### src/rtl/dual_ratio_clkdiv.sv
module dual_ratio_clkdiv #(
  parameter int unsigned RATIO_LO = 4,
  parameter int unsigned RATIO_HI = 6
) (
  input  logic clk_i,
  input  logic rst_i,
  input  logic run_i,
  input  logic ratio_sel_i,
  output logic half_clk_o,
  output logic slow_clk_o,
  output logic mark_o
);
  localparam int unsigned CW = $clog2(RATIO_HI);
  localparam logic [CW-1:0] LAST_LO = CW'(RATIO_LO - 1);
  localparam logic [CW-1:0] LAST_HI = CW'(RATIO_HI - 1);
  localparam logic [CW-1:0] HALF_LO = CW'(RATIO_LO / 2);
  localparam logic [CW-1:0] HALF_HI = CW'(RATIO_HI / 2);

  logic          run_q;
  logic          sel_q;
  logic [CW-1:0] pos_q;

  wire          wrap   = pos_q == (sel_q ? LAST_HI : LAST_LO);
  wire          sel_nx = wrap ? ratio_sel_i : sel_q;
  wire [CW-1:0] pos_nx = wrap ? '0 : pos_q + CW'(1);
  wire          slow_nx = pos_nx < (sel_nx ? HALF_HI : HALF_LO);

  always_ff @(negedge clk_i or posedge rst_i)
    if (rst_i) run_q <= 1'b0;
    else       run_q <= run_i;

  always_ff @(posedge clk_i or posedge rst_i) begin
    if (rst_i) begin
      half_clk_o <= 1'b0;
      slow_clk_o <= 1'b0;
      mark_o     <= 1'b0;
      sel_q      <= 1'b0;
      pos_q      <= LAST_LO;
    end else begin
      mark_o <= run_q & ~half_clk_o & ~slow_clk_o & slow_nx;
      if (run_q) begin
        half_clk_o <= ~half_clk_o;
        slow_clk_o <= slow_nx;
        sel_q      <= sel_nx;
        pos_q      <= pos_nx;
      end
    end
  end
endmodule

### config.mk
export PLATFORM = sky130hd
export DESIGN_NAME = dual_ratio_clkdiv
export DESIGN_NICKNAME = d
export VERILOG_FILES = /design/src/rtl/dual_ratio_clkdiv.sv
export SDC_FILE = /design/constraint.sdc
export NUM_CORES = 1
export LEC_CHECK = 0
export BUFFER_PORTS_ARGS = -buffer_cell sky130_fd_sc_hd__buf_2
export CAP_MARGIN = 15
export CELL_PAD_IN_SITES_DETAIL_PLACEMENT = 1
export CELL_PAD_IN_SITES_GLOBAL_PLACEMENT = 1
export CORE_AREA = 2 2 39 41
export CTS_CLUSTER_SIZE = 40
export DETAILED_ROUTE_END_ITERATION = 6
export DIE_AREA = 0 0 41 43
export PLACE_DENSITY_LB_ADDON = 0.1
export SLEW_MARGIN = 20
export SYNTH_ARGS = -nofsm -noshare
export SYNTH_HDL_FRONTEND = slang
export SYNTH_SLANG_ARGS = --single-unit
### constraint.sdc
create_clock -name clk_i -period 2.58 [get_ports clk_i]
set_input_delay 0.387 -clock clk_i [delete_from_list [all_inputs] [get_ports clk_i]]
set_output_delay 0.387 -clock clk_i [all_outputs]
set_load 0.01 [all_outputs]
==> run metrics <==
outcome=completed; GRT Total Usage=11.2%; Die ar.=1760 µm²; nets@finish=53; Clock Tree Root=clkbuf_4; Final Skew=0.0117 ns; drt first pass iters=2; clk buf depth=2; CTS tree=yes; CP endpoint kind=register; DR WL/cell=11.8 µm; Max-Cap Viols=0; antenna cells=0; Critical Path RT=2.74 ns; vias in the first global route=322; Syn Nets=46; Avg Cell Area, Syn=10.5 µm²; fin. max-slew vios=0; Reg2Reg Depth=2; Ys Warns=0; post-route ant nets=0; clock tree sinks=8; post-synthesis compound-gate area fraction=19.8%; crit path max fanout=10; clk_lat worst skew=0.25 ns; RSZ-0062 raised after global routing=no; synth unique cells=25; leakage=0.216 nW; Final Util=34.9%; Hold Path Class=in2async; H-tree depth=1; die width=41 µm; grt total ovfl=0; Simple-Gate Fraction of Synth Area=14.3%; share of layout cells above drive strength 1=29.8%; FF+latch count, synth=8; synthesized area=429 µm²; XOR/XNOR share of the synthesized area=6.12%; PD cells=1300 nW/µm²; post-place instance area=457 µm²; Setup Fix Bufs, Post-CTS=0; TritonCTS buffer count=3; drt via density=5.10; Final Total Pwr=0.629 mW; Starting Density=31.0%; row cnt=14; final instance area=483 µm²; CTS resizes=0; type of the worst setup path=reg2reg; largest area contributor in the netlist=dfrtp_1; gpl congestion=0.635; CP arrival=2.56 ns; Fin Setup TNS=0 ns; Synth Area in Adders=2.92%; routed wire length=746 µm; synth top area cells=dfrtp_1 (29%), dfstp_2 (12%), xor2_1 (6.1%); Die Y=43 µm; drt first-iter violations=1; cts hold-fix bufs=0; Reg clk slew, reported paths=0.05 ns; Cells after Synth=41; DP Wirelength=616 µm; io pins=7; Port Buffers=6; via count=321; Area Growth Syn to Fin=12.5%; Synth top area share=29.2%; final setup fails=0; first-pass GRT wire length=1.34 mm; mux contribution to synthesized area=0%; register area share after synthesis=47.2%; main combinational cell family by area after synthesis=compound AO/OA/AOI/OAI gates; crit path launch type=register; Max VDD drop=0.000496 V; core area=1380 µm²; DRC viols=0; Fillers=161; relative slew slack=77.3%; Hold Fails Final Rpt=0; Slew @ Worst Pin=0.341 ns; initial antenna violation count=0; pin count of the biggest net entering global routing=11
layer usage:
| layer | GRT usage [%] | up-vias | wire (µm) |
|---|---|---|---|
| li1 | - | 159 | - |
| met1 | 14.2 | 153 | 323 |
| met2 | 16.6 | 7 | 389 |
| met3 | 1.57 | 2 | 18 |
| met4 | 8.00 | 0 | 15 |
| met5 | 0 | - | 0 |
cell type report:
cell class	count	area, µm²	area share, %
sequential	8	203	42.0
clock buffer	4	26.3	5.44
inverter	5	18.8	3.89
timing repair buffer	6	30.0	6.22
tap	16	20.0	4.15
multi-input combinational	24	185	38.3
final timing paths:
check | start | to | slack (ns)
max reg2reg | run_q | mark_o | 0.17
min reg2reg | slow_clk_o | mark_o | 0.47
max in group asynchronous | rst_i | run_q | 1.10
max | run_q | mark_o | 0.17
min in group clk_i | ratio_sel_i | sel_q | 0.39
min | rst_i | half_clk_o | 0.06
where the power goes:
group	leakage [nW]	switching (mW)	internal (mW)	total, mW
clock	0.0150	0.0382	0.0589	0.0971
combinational	0.105	0.130	0.126	0.257
sequential	0.0961	0.0870	0.189	0.276
cell usage after synthesis, drive strengths merged:
cell / number
nand4b: 2
nor2b: 1
dfstp: 2
nand3: 1
o22ai: 1
buf: 4
a2bb2oi: 1
nand2: 2
nand2b: 1
a41oi: 1
inv: 5
dfrtp: 5
o221ai: 1
o311a: 1
dfrtn: 1
a31oi: 1
nor2: 1
a21oi: 3
nor4: 1
ha: 1
o211ai: 1
o31ai: 1
xor2: 3
cell usage in the layout (no fill, tap or decap):
cell type and n:
dfrtp_1 5, a31oi_1 1, a41oi_1 1, o22ai_1 1
nand2_1 1, nand3_1 1, a2bb2oi_1 1, ha_1 1
dfrtn_1 1, o221ai_2 1, o31ai_1 1, nand2b_1 1
nor2_1 1, o311a_1 1, nor2b_1 1, clkbuf_4 3
nand2_2 1, nand4b_1 2, dfstp_2 2, o211ai_1 1
xor2_1 3, a21oi_1 3, clkbuf_1 1, nor4_2 1
inv_1 5, buf_2 6
stage by stage:
step                      instances  setup WS [ns]  hold slack (ns)
final                            63          0.175           0.0558
after global routing             63         0.0928           0.0652
after CTS                        63          0.155           0.0573
after detailed placement         59          0.164            0.331
after global placement           59          0.196            0.330
after floorplan                  41          0.339            0.201
critical path: stages (launching register included):
cell      delay [ns]
dfrtn_1         0.60
o221ai_2        0.18
nor4_2          0.23
registers in the layout, indices dropped and copies added (netlist names):
register	flops
mark_o	1
half_clk_o	1
sel_q	1
slow_clk_o	1
run_q	1
pos_q	3
logic make-up (layout without fill, tap and decap cells):
group / after synthesis / in the layout
adder cells (fa/ha/maj): 1 / 1
buffers and inverters: 9 / 15
AO/OA/AOI/OAI: 11 / 11
XOR/XNOR: 3 / 3
flip-flops: 8 / 8
AND/OR/NAND/NOR: 9 / 9
No activity file was read; power rests on OpenSTA's default activity.
